[config.mk]
export PLATFORM = sky130hd
export DESIGN_NAME = i2c_cmd_master
export DESIGN_NICKNAME = d
export VERILOG_FILES = /design/src/rtl/i2c_cmd_pkg.sv /design/src/rtl/i2c_cmd_regs.sv /design/src/rtl/i2c_cmd_tick.sv /design/src/rtl/i2c_cmd_engine.sv /design/src/rtl/i2c_cmd_seq.sv /design/src/rtl/i2c_cmd_master.sv
export SDC_FILE = /design/constraint.sdc
export NUM_CORES = 1
export LEC_CHECK = 0
export BUFFER_PORTS_ARGS = -buffer_cell sky130_fd_sc_hd__buf_2
export CAP_MARGIN = 25
export CORE_MARGIN = 3
export CORE_UTILIZATION = 35
export DETAILED_ROUTE_END_ITERATION = 10
export SYNTH_ARGS = -nofsm -noshare
export SYNTH_HDL_FRONTEND = slang
export SYNTH_SLANG_ARGS = --single-unit
[constraint.sdc]
create_clock -name clk -period 1.8 [get_ports clk]
set_input_delay 0.18 -clock clk [delete_from_list [all_inputs] [get_ports clk]]
set_output_delay 0.18 -clock clk [all_outputs]
set_load 0.005 [all_outputs]
[src/rtl/i2c_cmd_pkg.sv]
// Shared types and helpers for the command-register I2C master.
// Assumes: one bus symbol spans four quarter periods, numbered 0..3.
package i2c_cmd_pkg;

    // Command byte indices as seen by the host write port
    localparam logic [1:0] CMD_DATA = 2'd0;  // data byte, also the trigger
    localparam logic [1:0] CMD_REG  = 2'd1;  // slave register index
    localparam logic [1:0] CMD_ADDR = 2'd2;  // 7-bit slave address
    localparam logic [1:0] CMD_CTRL = 2'd3;  // bit 7 selects read

    // Bus symbols the line engine can produce
    typedef enum logic [1:0] {
        SYM_START,
        SYM_BIT,
        SYM_STOP
    } sym_e;

    // Transaction sequencer steps
    typedef enum logic [3:0] {
        ST_IDLE,
        ST_START,
        ST_ADDRW,
        ST_REG,
        ST_WDATA,
        ST_RSTART,
        ST_ADDRR,
        ST_RDATA,
        ST_STOP
    } step_e;

    // One latched command
    typedef struct packed {
        logic       rd;
        logic [6:0] addr;
        logic [7:0] idx;
        logic [7:0] data;
    } cmd_t;

    // Released-line levels {scl, sda} for a symbol in a given quarter.
    // START begins with SCL low so it also serves as repeated START.
    function automatic logic [1:0] sym_levels(sym_e s, logic b, logic [1:0] q);
        logic [1:0] lv;
        case (s)
            SYM_START: begin
                case (q)
                    2'd0:    lv = 2'b01;
                    2'd1:    lv = 2'b11;
                    2'd2:    lv = 2'b10;
                    default: lv = 2'b00;
                endcase
            end
            SYM_STOP: begin
                case (q)
                    2'd0:    lv = 2'b00;
                    2'd1:    lv = 2'b10;
                    default: lv = 2'b11;
                endcase
            end
            default: lv = {(q == 2'd1) || (q == 2'd2), b};
        endcase
        return lv;
    endfunction

endpackage

[src/rtl/i2c_cmd_regs.sv]
// Command register bank: stores direction, address and register index,
// and turns a byte-0 write taken while idle into a one-cycle trigger.
// Assumes: byte 0 is not stored; its value travels with the trigger.
module i2c_cmd_regs
    import i2c_cmd_pkg::*;
(
    input  logic       clk,
    input  logic       rst_n,
    input  logic       wr_en,
    input  logic [1:0] wr_addr,
    input  logic [7:0] wr_data,
    input  logic       busy,
    output logic       trigger,
    output cmd_t       cmd
);

    logic       rd_q;
    logic [6:0] addr_q;
    logic [7:0] idx_q;

    // Store the upper command bytes; these writes have no other effect
    always_ff @(posedge clk) begin
        if (!rst_n) begin
            rd_q   <= 1'b0;
            addr_q <= '0;
            idx_q  <= '0;
        end else if (wr_en) begin
            case (wr_addr)
                CMD_CTRL: rd_q   <= wr_data[7];
                CMD_ADDR: addr_q <= wr_data[6:0];
                CMD_REG:  idx_q  <= wr_data;
                default:  ;
            endcase
        end
    end

    // A byte-0 write launches a transfer only while the master is idle
    always_comb begin
        trigger = wr_en && (wr_addr == CMD_DATA) && !busy;
    end

    // Present the complete command, with data taken straight from the bus
    always_comb begin
        cmd.rd   = rd_q;
        cmd.addr = addr_q;
        cmd.idx  = idx_q;
        cmd.data = wr_data;
    end

endmodule

[src/rtl/i2c_cmd_tick.sv]
// Quarter-period tick generator for the SCL timing.
// Assumes: en is held high for a whole symbol; the count restarts when en drops.
module i2c_cmd_tick #(
    parameter int unsigned QUARTER = 125
) (
    input  logic clk,
    input  logic rst_n,
    input  logic en,
    output logic tick
);

    localparam int unsigned CW = (QUARTER > 1) ? $clog2(QUARTER) : 1;
    localparam logic [CW-1:0] LAST = CW'(QUARTER - 1);

    logic [CW-1:0] cnt;

    // Tick on the last cycle of each quarter
    always_comb begin
        tick = en && (cnt == LAST);
    end

    // Count system clocks inside a quarter
    always_ff @(posedge clk) begin
        if (!rst_n || !en) begin
            cnt <= '0;
        end else if (tick) begin
            cnt <= '0;
        end else begin
            cnt <= cnt + 1'b1;
        end
    end

endmodule

[src/rtl/i2c_cmd_engine.sv]
// Line engine: plays one bus symbol (START, data bit, STOP) over four
// quarters, drives the open-drain enables and samples SDA mid SCL-high.
// Assumes: go arrives only while not active; sda_in may be asynchronous.
module i2c_cmd_engine
    import i2c_cmd_pkg::*;
#(
    parameter int unsigned SYNC_STAGES = 2
) (
    input  logic clk,
    input  logic rst_n,
    input  logic go,
    input  sym_e sym,
    input  logic bitv,
    input  logic tick,
    input  logic sda_in,
    output logic active,
    output logic done,
    output logic sampled,
    output sym_e cur_sym,
    output logic scl_oe,
    output logic sda_oe
);

    logic [SYNC_STAGES-1:0] sda_sync;
    logic [1:0]             q;
    logic                   cur_bit;
    logic                   scl_lvl;
    logic                   sda_lvl;

    // Bring the SDA line into the clock domain
    always_ff @(posedge clk) begin
        if (!rst_n) begin
            sda_sync <= '1;
        end else begin
            sda_sync <= {sda_sync[SYNC_STAGES-2:0], sda_in};
        end
    end

    // Step through the quarters of the current symbol
    always_ff @(posedge clk) begin
        if (!rst_n) begin
            active  <= 1'b0;
            done    <= 1'b0;
            q       <= 2'd0;
            cur_sym <= SYM_STOP;
            cur_bit <= 1'b1;
            scl_lvl <= 1'b1;
            sda_lvl <= 1'b1;
            sampled <= 1'b1;
        end else begin
            done <= 1'b0;
            if (!active) begin
                if (go) begin
                    active             <= 1'b1;
                    q                  <= 2'd0;
                    cur_sym            <= sym;
                    cur_bit            <= bitv;
                    {scl_lvl, sda_lvl} <= sym_levels(sym, bitv, 2'd0);
                end
            end else if (tick) begin
                if (q == 2'd1) begin
                    sampled <= sda_sync[SYNC_STAGES-1];
                end
                if (q == 2'd3) begin
                    active <= 1'b0;
                    done   <= 1'b1;
                end else begin
                    q                  <= q + 2'd1;
                    {scl_lvl, sda_lvl} <= sym_levels(cur_sym, cur_bit, q + 2'd1);
                end
            end
        end
    end

    // A low level is produced only by enabling the pull-down
    always_comb begin
        scl_oe = ~scl_lvl;
        sda_oe = ~sda_lvl;
    end

endmodule

[src/rtl/i2c_cmd_seq.sv]
// Transaction sequencer: orders the symbols of a single-byte register
// write or read, checks each ACK and collects the read byte.
// Assumes: the engine reports done one cycle after its last quarter.
module i2c_cmd_seq
    import i2c_cmd_pkg::*;
(
    input  logic       clk,
    input  logic       rst_n,
    input  logic       trigger,
    input  cmd_t       cmd_in,
    input  logic       sym_done,
    input  logic       sampled,
    output logic       go,
    output sym_e       sym,
    output logic       bitv,
    output logic       busy,
    output logic       error,
    output logic [7:0] rd_data
);

    step_e      step;
    cmd_t       cmd_q;
    logic [7:0] sh;
    logic [7:0] rx;
    logic [3:0] bitn;

    // Advance the transaction each time a symbol completes
    always_ff @(posedge clk) begin
        if (!rst_n) begin
            step    <= ST_IDLE;
            cmd_q   <= '0;
            sh      <= '0;
            rx      <= '0;
            bitn    <= '0;
            go      <= 1'b0;
            sym     <= SYM_STOP;
            bitv    <= 1'b1;
            busy    <= 1'b0;
            error   <= 1'b0;
            rd_data <= '0;
        end else begin
            go <= 1'b0;
            if (step == ST_IDLE) begin
                if (trigger) begin
                    cmd_q <= cmd_in;
                    busy  <= 1'b1;
                    error <= 1'b0;
                    step  <= ST_START;
                    go    <= 1'b1;
                    sym   <= SYM_START;
                    bitv  <= 1'b1;
                end
            end else if (sym_done) begin
                case (step)
                    ST_START, ST_RSTART: begin
                        step <= (step == ST_START) ? ST_ADDRW : ST_ADDRR;
                        sh   <= {cmd_q.addr, step == ST_RSTART};
                        bitn <= 4'd0;
                        go   <= 1'b1;
                        sym  <= SYM_BIT;
                        bitv <= cmd_q.addr[6];
                    end
                    ST_ADDRW, ST_REG, ST_WDATA, ST_ADDRR: begin
                        if (bitn < 4'd7) begin
                            sh   <= sh << 1;
                            bitn <= bitn + 4'd1;
                            go   <= 1'b1;
                            sym  <= SYM_BIT;
                            bitv <= sh[6];
                        end else if (bitn == 4'd7) begin
                            bitn <= 4'd8;
                            go   <= 1'b1;
                            sym  <= SYM_BIT;
                            bitv <= 1'b1;
                        end else if (sampled) begin
                            error <= 1'b1;
                            step  <= ST_STOP;
                            go    <= 1'b1;
                            sym   <= SYM_STOP;
                        end else begin
                            bitn <= 4'd0;
                            go   <= 1'b1;
                            case (step)
                                ST_ADDRW: begin
                                    step <= ST_REG;
                                    sh   <= cmd_q.idx;
                                    sym  <= SYM_BIT;
                                    bitv <= cmd_q.idx[7];
                                end
                                ST_REG: begin
                                    if (cmd_q.rd) begin
                                        step <= ST_RSTART;
                                        sym  <= SYM_START;
                                        bitv <= 1'b1;
                                    end else begin
                                        step <= ST_WDATA;
                                        sh   <= cmd_q.data;
                                        sym  <= SYM_BIT;
                                        bitv <= cmd_q.data[7];
                                    end
                                end
                                ST_ADDRR: begin
                                    step <= ST_RDATA;
                                    sym  <= SYM_BIT;
                                    bitv <= 1'b1;
                                end
                                default: begin
                                    step <= ST_STOP;
                                    sym  <= SYM_STOP;
                                end
                            endcase
                        end
                    end
                    ST_RDATA: begin
                        go <= 1'b1;
                        if (bitn < 4'd8) begin
                            rx   <= {rx[6:0], sampled};
                            bitn <= bitn + 4'd1;
                            sym  <= SYM_BIT;
                            bitv <= 1'b1;
                        end else begin
                            rd_data <= rx;
                            step    <= ST_STOP;
                            sym     <= SYM_STOP;
                        end
                    end
                    default: begin
                        busy <= 1'b0;
                        step <= ST_IDLE;
                    end
                endcase
            end
        end
    end

endmodule

[src/rtl/i2c_cmd_master.sv]
// Top: single-byte I2C register master under four command bytes.
// Assumes: external pull-ups on both lines; CLK_HZ >= 4 * SCL_HZ.
module i2c_cmd_master
    import i2c_cmd_pkg::*;
#(
    parameter int unsigned CLK_HZ      = 50_000_000,
    parameter int unsigned SCL_HZ      = 100_000,
    parameter int unsigned SYNC_STAGES = 2
) (
    input  logic       clk,
    input  logic       rst_n,
    input  logic       wr_en,
    input  logic [1:0] wr_addr,
    input  logic [7:0] wr_data,
    output logic       busy,
    output logic       error,
    output logic [7:0] rd_data,
    output logic       scl_oe,
    output logic       sda_oe,
    input  logic       sda_in
);

    localparam int unsigned QUARTER = CLK_HZ / (4 * SCL_HZ);

    logic trigger;
    cmd_t cmd;
    logic go;
    sym_e sym;
    logic bitv;
    logic tick;
    logic active;
    logic sym_done;
    logic sampled;
    sym_e engine_sym;

    i2c_cmd_regs u_regs (
        .clk     (clk),
        .rst_n   (rst_n),
        .wr_en   (wr_en),
        .wr_addr (wr_addr),
        .wr_data (wr_data),
        .busy    (busy),
        .trigger (trigger),
        .cmd     (cmd)
    );

    i2c_cmd_seq u_seq (
        .clk      (clk),
        .rst_n    (rst_n),
        .trigger  (trigger),
        .cmd_in   (cmd),
        .sym_done (sym_done),
        .sampled  (sampled),
        .go       (go),
        .sym      (sym),
        .bitv     (bitv),
        .busy     (busy),
        .error    (error),
        .rd_data  (rd_data)
    );

    i2c_cmd_tick #(.QUARTER(QUARTER)) u_tick (
        .clk   (clk),
        .rst_n (rst_n),
        .en    (active),
        .tick  (tick)
    );

    i2c_cmd_engine #(.SYNC_STAGES(SYNC_STAGES)) u_engine (
        .clk     (clk),
        .rst_n   (rst_n),
        .go      (go),
        .sym     (sym),
        .bitv    (bitv),
        .tick    (tick),
        .sda_in  (sda_in),
        .active  (active),
        .done    (sym_done),
        .sampled (sampled),
        .cur_sym (engine_sym),
        .scl_oe  (scl_oe),
        .sda_oe  (sda_oe)
    );

endmodule

# Yosys cells after proc, flatten, opt, wreduce, memory -nomap -nowiden
# Index checks and enable logic that the tools add are counted.
dict set report word_totals {
  register_bits 96
  inputBits 14
  output_inout_bits 12
  elab_cells 192
}
dict set report op_classes {
  n_addsub 3
  order_cmp 2
  n_eq_ne 36
  n_mux 77
  bitwise_logic 5
  reduce_logical 42
}
# op n
set op_table {}
lappend op_table {{$mux 4} 11}
lappend op_table {{$mux 1} 37}
lappend op_table {{$pmux 4 s3} 3}
lappend op_table {{$mux 7} 4}
lappend op_table {{$pmux 7 s2} 2}
lappend op_table {{$mux 2} 11}
lappend op_table {{$eq 4x3->1 const B} 5}
lappend op_table {{$reduce_and 3->1} 5}
lappend op_table {{$eq 2x2->1 const B} 6}
lappend op_table {{$ne 3x2->1 const B} 4}
lappend op_table {{$pmux 2 s2} 3}
lappend op_table {{$pmux 2 s3} 2}
lappend op_table {{$reduce_and 6->1} 2}
lappend op_table {{$reduce_and 2->1} 5}
lappend op_table {{$reduce_and 5->1} 2}
lappend op_table {{$reduce_bool 2->1} 5}
lappend op_table {{$eq 4x2->1 const B} 2}
lappend op_table {{$logic_not 2->1} 4}
lappend op_table {{$ne 2x1->1 const B} 4}
lappend op_table {{$ne 4x4->1 const B} 2}
lappend op_table {{$reduce_and 4->1} 2}
lappend op_table {{$add 7x1->7 const B} 1}
lappend op_table {{$eq 7x7->1 const B} 1}
lappend op_table {{$ne 7x1->1 const B} 1}
lappend op_table {{other kinds (25)} 41}

# Longest topological paths before layout
# Gate-level depths: netlist of the first run.
dict set report depth {
  depth_word 9
  mapped_depth 8
  depth_no_buf 7
}

# Hierarchy
# A second synthesis of the first run with hierarchy kept.
dict set report hier_totals {
  cells_unflattened 511
  area_unflattened_um2 4479.3
}
# mod instances cells_each area_each_um2 seq_area_each_um2
set by_module_without_submodules {}
lappend by_module_without_submodules {i2c_cmd_seq 1 344 2877.8 1221.2}
lappend by_module_without_submodules {i2c_cmd_regs 1 73 704.4 320.3}
lappend by_module_without_submodules {i2c_cmd_engine 1 57 574.3 240.2}
lappend by_module_without_submodules {i2c_cmd_tick 1 37 322.8 140.1}

# Worst setup path before layout of the first run
# OpenSTA, ideal clock, no wires.
dict set report synth_timing {
  path_kind {register to register}
  from {register u_seq.bitn[0]}
  to {register u_seq.sh[4]}
  setup_time_ps 70
  arrival_time_ps 1570
  t_required_ps 1730
  path_slack_ps 160
  path_stages_with_launch 8
  n_path_buf 1
  synth_period_minus_slack_ps 1640
  cell_sequence {dfxtp_1 ha_1 a21oi_1 nor2_1 a211oi_2 buf_6 o21ai_0 a21oi_1}
}
dict set report synth_between {
  elab_chain_len 3
  elab_cells_between_ends 9
  classes_between {order compare (1); eq/ne (5); mux (2); reduce/logical (1)}
}
# element line
set synth_lines {}
lappend synth_lines {{from (decl)} i2c_cmd_seq.sv:25} ;# logic [3:0] bitn;
lappend synth_lines {{from (signal assigned)} i2c_cmd_seq.sv:66} ;# bitn <= bitn + 4'd1;
lappend synth_lines {{from (signal assigned)} i2c_cmd_seq.sv:118} ;# bitn <= bitn + 4'd1;
lappend synth_lines {{$lt 4x3->1 / $eq 4x3->1 (equally long branches)} {i2c_cmd_seq.sv:64, i2c_cmd_seq.sv:70}}
lappend synth_lines {{$ne 4x4->1 (no source line) (tied with other cells)} -}
lappend synth_lines {{$reduce_and 7->1 (no source line) / $pmux 7 s2 (equally long branches)} -}
lappend synth_lines {{to (signal assigned)} i2c_cmd_seq.sv:57} ;# sh <= {cmd_q.addr, step == ST_RSTART};
lappend synth_lines {{to (signal assigned)} i2c_cmd_seq.sv:65} ;# sh <= sh << 1;
lappend synth_lines {{to (signal assigned)} i2c_cmd_seq.sv:86} ;# sh <= cmd_q.idx;
lappend synth_lines {{to (decl)} i2c_cmd_seq.sv:23} ;# logic [7:0] sh;
# Parallel ways exist; a longest one is shown, timed or not.
# A chain may end at the register's enable or synchronous reset.

# Final worst setup path of the first run
dict set report layout_timing {
  from {register u_seq.bitn[0]}
  to {register u_seq.sh[0]}
}
# Same word-level chain as after synthesis.

==> results_dict.tcl, run 1 <==
set metrics [dict create \
    outcome "completed" \
    slowest_stage "dfxtp_1" \
    holdBufCountCts 0 \
    seq_area_frac_synth_pct 44.7 \
    synth_flop_cell "dfxtp_1" \
    cp-end-kind "flop" \
    antenna_cells 0 \
    drtIter0Drc 247 \
    cp.arrival_ps 1960 \
    critPathTopFamily "compound AO/OA/AOI/OAI gates" \
    yosysMostFrequentCell "dfxtp_1" \
    met2_usage_pct 21.2 \
    postRouteWirelength_mm 9.03 \
    yosysWarnings 0 \
    cp.buffers_inverters 1 \
    antenna_found_initial 0 \
    fp.dieH_um 117 \
    synth_area_leaders "dfxtp_1, mux2i_1, a21oi_1" \
    dr_total_vias 3475 \
    wl_per_cell_um 13.3 \
    die_w_um 117 \
    synth_cell_types 59 \
    async_reset_ff_share_pct 0 \
    vdd_ir_drop_max_v 0.000872 \
    skew_ps 4.69 \
    cpMostUsedCell "a211oi_2" \
    timing.hold.ws_ps 28.3 \
    grt_pass1_vias 3289 \
    min_period_ps 1700 \
    core_area_um2 11700 \
    syn_inst 503 \
    netlist_area_um2 4300 \
    p_leak_nw 1.85 \
    drc 0 \
    drive_gt1_share_pct 16.6 \
    clk_latency_ps 340 \
    yosys.area.top_type_share_pct 44.7 \
    setup_viol 0 \
    synth_fp_nets 523 \
    worstSetupStartpointType "flop" \
    clockBufferDepth 2 \
    io_pins 26 \
    syn2layout_area_growth_pct 15.3 \
    synth_common_cells "dfxtp_1, nand2_1, a21oi_1, nor2_1, mux2i_1" \
    row_count 39 \
    grt_start_max_net_pins 54 \
    dr.pass1.iters 4 \
    crit_chain "ha_1, nand4b_1, nand4_1, a211oi_2, buf_6, nor2_1, a211oi_2" \
    via_per_inst 5.12 \
    tritoncts "built" \
    drv_slew 0 \
    nets 551 \
    grt_use_met3_pct 3.14 \
    setup_slack_ps 95.9 \
    final.setup.tns_ps 0 \
    postRouteAntennaNets 0 \
    grt_use_total_pct 13.6 \
    cpPeakStageDelay_ps 340 \
    period_share_pct 94.7 \
    hpwlAfterDp_mm 6.38 \
    cts.reportedPaths.clkPinSlew_ps 70 \
    critPathKind "reg2reg" \
    grt_pass1_wl_mm 15.0 \
    gr-usage-met1_pct 18.6 \
    cp.required_ps 2060 \
    finalHoldViolCount 0 \
    cap_viol_max_count 0 \
    dieArea_um2 13600 \
    powerDensity_nw_per_um2 860 \
    htree_levels 3 \
    numCtsBuffers 9 \
    relSlewSlack_pct 59.8 \
    fill_cells 1203 \
    fmax_ghz 0.587 \
    worst_slew_pin_slew_ps 602 \
    clk_root_buffer_cell "clkbuf_16" \
    hp-class "in2reg" \
    yosysTopAreaCell "dfxtp_1" \
    cts.sinks 96 \
    ys_ff_latch 96 \
    io_buffer_count 25 \
    start_util_pct 36.7 \
    post-place-ws_ps 5.18 \
    busiest_layer "met2" \
    path_max_fanout 14 \
    grt_overflow_total 0 \
    place.gp.congestion 0.880 \
    synth_edf_count 0 \
    syn_area_per_cell_um2 8.54 \
]
## logic make-up (layout without fill, tap and decap cells)
family | after synthesis | after routing | synth area share [%]
fa+ha+maj | 6 | 6 | 1.75
xor+xnor | 6 | 6 | 1.22
flops | 96 | 96 | 44.7
compound gates | 114 | 114 | 16.0
mux | 40 | 40 | 9.34
simple gates | 194 | 194 | 21.3
buf+inv | 47 | 80 | 5.59
## cells in the final DEF, fill, tap and decap left out, drive strengths merged, types with 6 or more instances in the layout
cell type and instances:
nand2 77, dfxtp 96, a211oi 9, nand3 15, ha 6, nor2b 8
o21ai 21, nor2 60, buf 52, mux2i 39, nand2b 9, clkbuf 11
inv 15, a21oi 59
## metal layers
metal  up-vias  routed length, µm
met1      1597               4580
met2        79               3910
li1       1787                  -
met5         -                  0
met4         0                142
met3        12                397
## worst register-to-register path: cells and delay by family (launching register included)
family,cells,cell delay (ps)
compound gates,2,460
flops,1,340
simple gates,3,340
fa+ha+maj,1,300
buf+inv,1,190
## final cells by class
type / instances / area (µm²) / share of cell area, %
multi-input combinational: 360 / 2150 / 43.4
sequential: 96 / 1930 / 38.9
timing repair buffer: 52 / 357 / 7.20
clock buffer: 11 / 233 / 4.70
tap: 143 / 179 / 3.61
clock inverter: 5 / 63.8 / 1.29
inverter: 12 / 45.0 / 0.909
## metrics by stage
stage | total power [mW] | utilization (%) | cells | area [µm²]
after floorplan | 2.33 | - | 503 | 4300
after global placement | 2.39 | 39.6 | 662 | 4630
after detailed placement | 2.40 | 39.6 | 662 | 4630
after CTS | 4.31 | 42.1 | 678 | 4930
after global routing | 4.42 | 42.3 | 679 | 4950
final | 4.26 | 42.3 | 679 | 4950
## worst paths after layout
kind                                        start                         endpoint  slack (ps)  cells after the start
setup / recovery       u_seq.bitn[0]$_SDFFE_PN0P_         u_seq.sh[0]$_SDFFE_PN0P_         100                      7
hold / removal                             sda_in  u_engine.sda_sync[0]$_SDFF_PN1_          30                      2
setup reg to reg       u_seq.bitn[0]$_SDFFE_PN0P_         u_seq.sh[0]$_SDFFE_PN0P_         100                      7
hold reg to reg   u_engine.sda_sync[0]$_SDFF_PN1_  u_engine.sda_sync[1]$_SDFF_PN1_         440                      1
## power breakdown
| part | internal [mW] | switching (mW) | leakage [nW] | total [mW] |
|---|---|---|---|---|
| Combinational | 0.0669 | 0.109 | 0.934 | 0.176 |
| Clock | 1.09 | 0.817 | 0.141 | 1.91 |
| Sequential | 2.15 | 0.0196 | 0.778 | 2.17 |
## state kept, by name (all words and copies together), names as in the netlist, 2 cells and up
signal             cells
u_seq.cmd_q           24
u_regs.idx_q           8
u_seq.rd_data          8
u_seq.rx               8
u_regs.addr_q          7
u_seq.sh               7
u_tick.cnt             7
u_seq.bitn             4
u_seq.step             4
u_engine.cur_sym       2
u_engine.q             2
u_engine.sda_sync      2
u_seq.sym              2
## repair_timing
action                     in CTS  in global routing
buffers inserted                0                  1
pin swaps                       0                  1
setup endpoints to repair       1                  9
resized for setup               1                  7
(Power assumes the default switching activity.)
==> inputs of run 2 (changes only) <==
--- a/config.mk
+++ b/config.mk
@@ -8,8 +8,9 @@
 export BUFFER_PORTS_ARGS = -buffer_cell sky130_fd_sc_hd__buf_2
 export CAP_MARGIN = 25
 export CORE_MARGIN = 3
-export CORE_UTILIZATION = 35
+export CORE_UTILIZATION = 52
 export DETAILED_ROUTE_END_ITERATION = 10
+export PLACE_DENSITY = 0.7
 export SYNTH_ARGS = -nofsm -noshare
 export SYNTH_HDL_FRONTEND = slang
 export SYNTH_SLANG_ARGS = --single-unit
==> constraint.sdc (replaced) <==
create_clock -name clk -period 1.8 [get_ports clk]
set_input_delay 0.54 -clock clk [delete_from_list [all_inputs] [get_ports clk]]
set_output_delay 0.54 -clock clk [all_outputs]
set_load 0.005 [all_outputs]
==> run 2 against run 1 <==
  * Wire length shrank 3.1%
  * Count of clock-buffer cells in the layout fell by 2
  * Critical endpoint unchanged
  * Critical path type unchanged
  * Global-route usage is 5.9 points higher
  * Via count increased by 0.60%
  * Die area down 31%
  * Largest power group unchanged
==> results_dict.tcl, run 2 (synthesis gave the netlist of run 1 again) <==
set metrics [dict create \
    drive_gt1_share_pct 17.3 \
    stdcell_area_um2 4830 \
    grt_pass1_wl_mm 15.6 \
    min_period_ps 1660 \
    post-place-ws_ps 91.7 \
    fin_util_pct 61.2 \
    wl_per_cell_um 13.6 \
    antenna_found_initial 0 \
    hpwlAfterDp_mm 6.32 \
    cp.arrival_ps 1950 \
    postRouteAntennaNets 0 \
    clk_root_buffer_cell "clkbuf_8" \
    dr.pass1.iters 4 \
    clockBufferDepth 2 \
    syn2layout_area_growth_pct 12.3 \
    skew_ps 15.6 \
    drv_slew 0 \
    drc 0 \
    die_w_um 96.9 \
    postRouteWirelength_mm 8.75 \
    grt_use_total_pct 19.5 \
    layout_commonest_cell "dfxtp_1" \
    final.setup.tns_ps 0 \
    worstSetupStartpointType "flop" \
    regMostFlops "u_seq.cmd_q" \
    finalHoldViolCount 0 \
    rsz0062_at_grt "false" \
    row_count 32 \
    core_area_um2 7890 \
    cts.reportedPaths.clkPinSlew_ps 100 \
    setup_slack_ps 139 \
    largest_reg_flops 24 \
    post-cts-setup-buffers 0 \
    htree_levels 3 \
    grt_overflow_total 0 \
    cp-end-kind "flop" \
    fin_cells 641 \
    drtIter0Drc 165 \
    cts.sinks 96 \
    start_util_pct 54.5 \
    io_pins 26 \
    antenna_cells 0 \
    critPathKind "reg2reg" \
    outcome "completed" \
    timing.hold.ws_ps 370 \
    place.gp.congestion 0.915 \
    relSlewSlack_pct 62.4 \
    grt_start_max_net_pins 49 \
    via_per_inst 5.45 \
    powerDensity_nw_per_um2 790 \
    vdd_ir_drop_max_v 0.000497 \
    fp.dieH_um 96.9 \
    p_total_mw 3.82 \
    dr_total_vias 3496 \
    nets 554 \
    dp_cells 625 \
    placedInstanceArea_um2 4610 \
    setup_viol 0 \
    fmax_ghz 0.602 \
    numCtsBuffers 9 \
    p_leak_nw 1.82 \
    grt_pass1_vias 3362 \
    cap_viol_max_count 0 \
    period_share_pct 92.3 \
    final_cell_mix "dfxtp_1, nand2_1, nor2_1, a21oi_1, mux2i_1" \
    path_max_fanout 14 \
    cp.required_ps 2090 \
    dieArea_um2 9390 \
    clk_latency_ps 360 \
    hp-class "in2reg" \
    io_buffer_count 25 \
    worst_slew_pin_slew_ps 562 \
    tritoncts "built" \
]
run 2: changes by cell type in the layout (fill, tap and decap cells not counted), moves of 2 or more:
cell	before	now
inv_8	0	2
clkbuf_1	2	0
clkbuf_16	9	0
buf_4	24	28
clkbuf_8	0	9
run 2: final timing paths:
path | start | end | slack [ps] | cells past startpoint
worst max-delay path | u_seq.bitn[0]$_SDFFE_PN0P_ | u_seq.sh[0]$_SDFFE_PN0P_ | 140 | 7
worst min-delay path | sda_in | u_engine.sda_sync[0]$_SDFF_PN1_ | 370 | 2
worst max register to register | u_seq.bitn[0]$_SDFFE_PN0P_ | u_seq.sh[0]$_SDFFE_PN0P_ | 140 | 7
worst min register to register | u_engine.sda_sync[0]$_SDFF_PN1_ | u_engine.sda_sync[1]$_SDFF_PN1_ | 430 | 1
run 2: area by class of cell:
| type | instances | area [µm²] |
|---|---|---|
| Tap cell | 102 | 128 |
| Clock buffer | 9 | 124 |
| Sequential cell | 96 | 1930 |
| Multi-Input combinational cell | 360 | 2150 |
| Clock inverter | 7 | 82.6 |
| Fill cell | 690 | 3060 |
| Timing Repair Buffer | 55 | 375 |
| Inverter | 12 | 45.0 |
run 2: critical path: stages (launching register included):
cell,delay (ps)
dfxtp_1,350
ha_1,270
a21oi_1,220
nor2_1,70
a211oi_2,220
buf_4,220
nor2_1,70
a211oi_2,180
run 2: what timing repair did:
item,CTS,global route
hold buffers,0,0
endpoints found under the setup margin,0,15
resized for setup,0,7
run 2: routing by layer:
layer	share of wire (%)	global-route usage [%]	vias to the layer above
met1	51	27.9	1633
met3	4.1	3.24	8
li1	-	-	1787
met2	44	30.3	68
met5	0	0	-
met4	0.86	5.83	0
run 2: where the power goes:
group          total [mW]  switching, mW  internal, mW
Clock                1.47          0.798         0.670
Sequential           2.17         0.0180          2.15
Combinational       0.177          0.108        0.0687
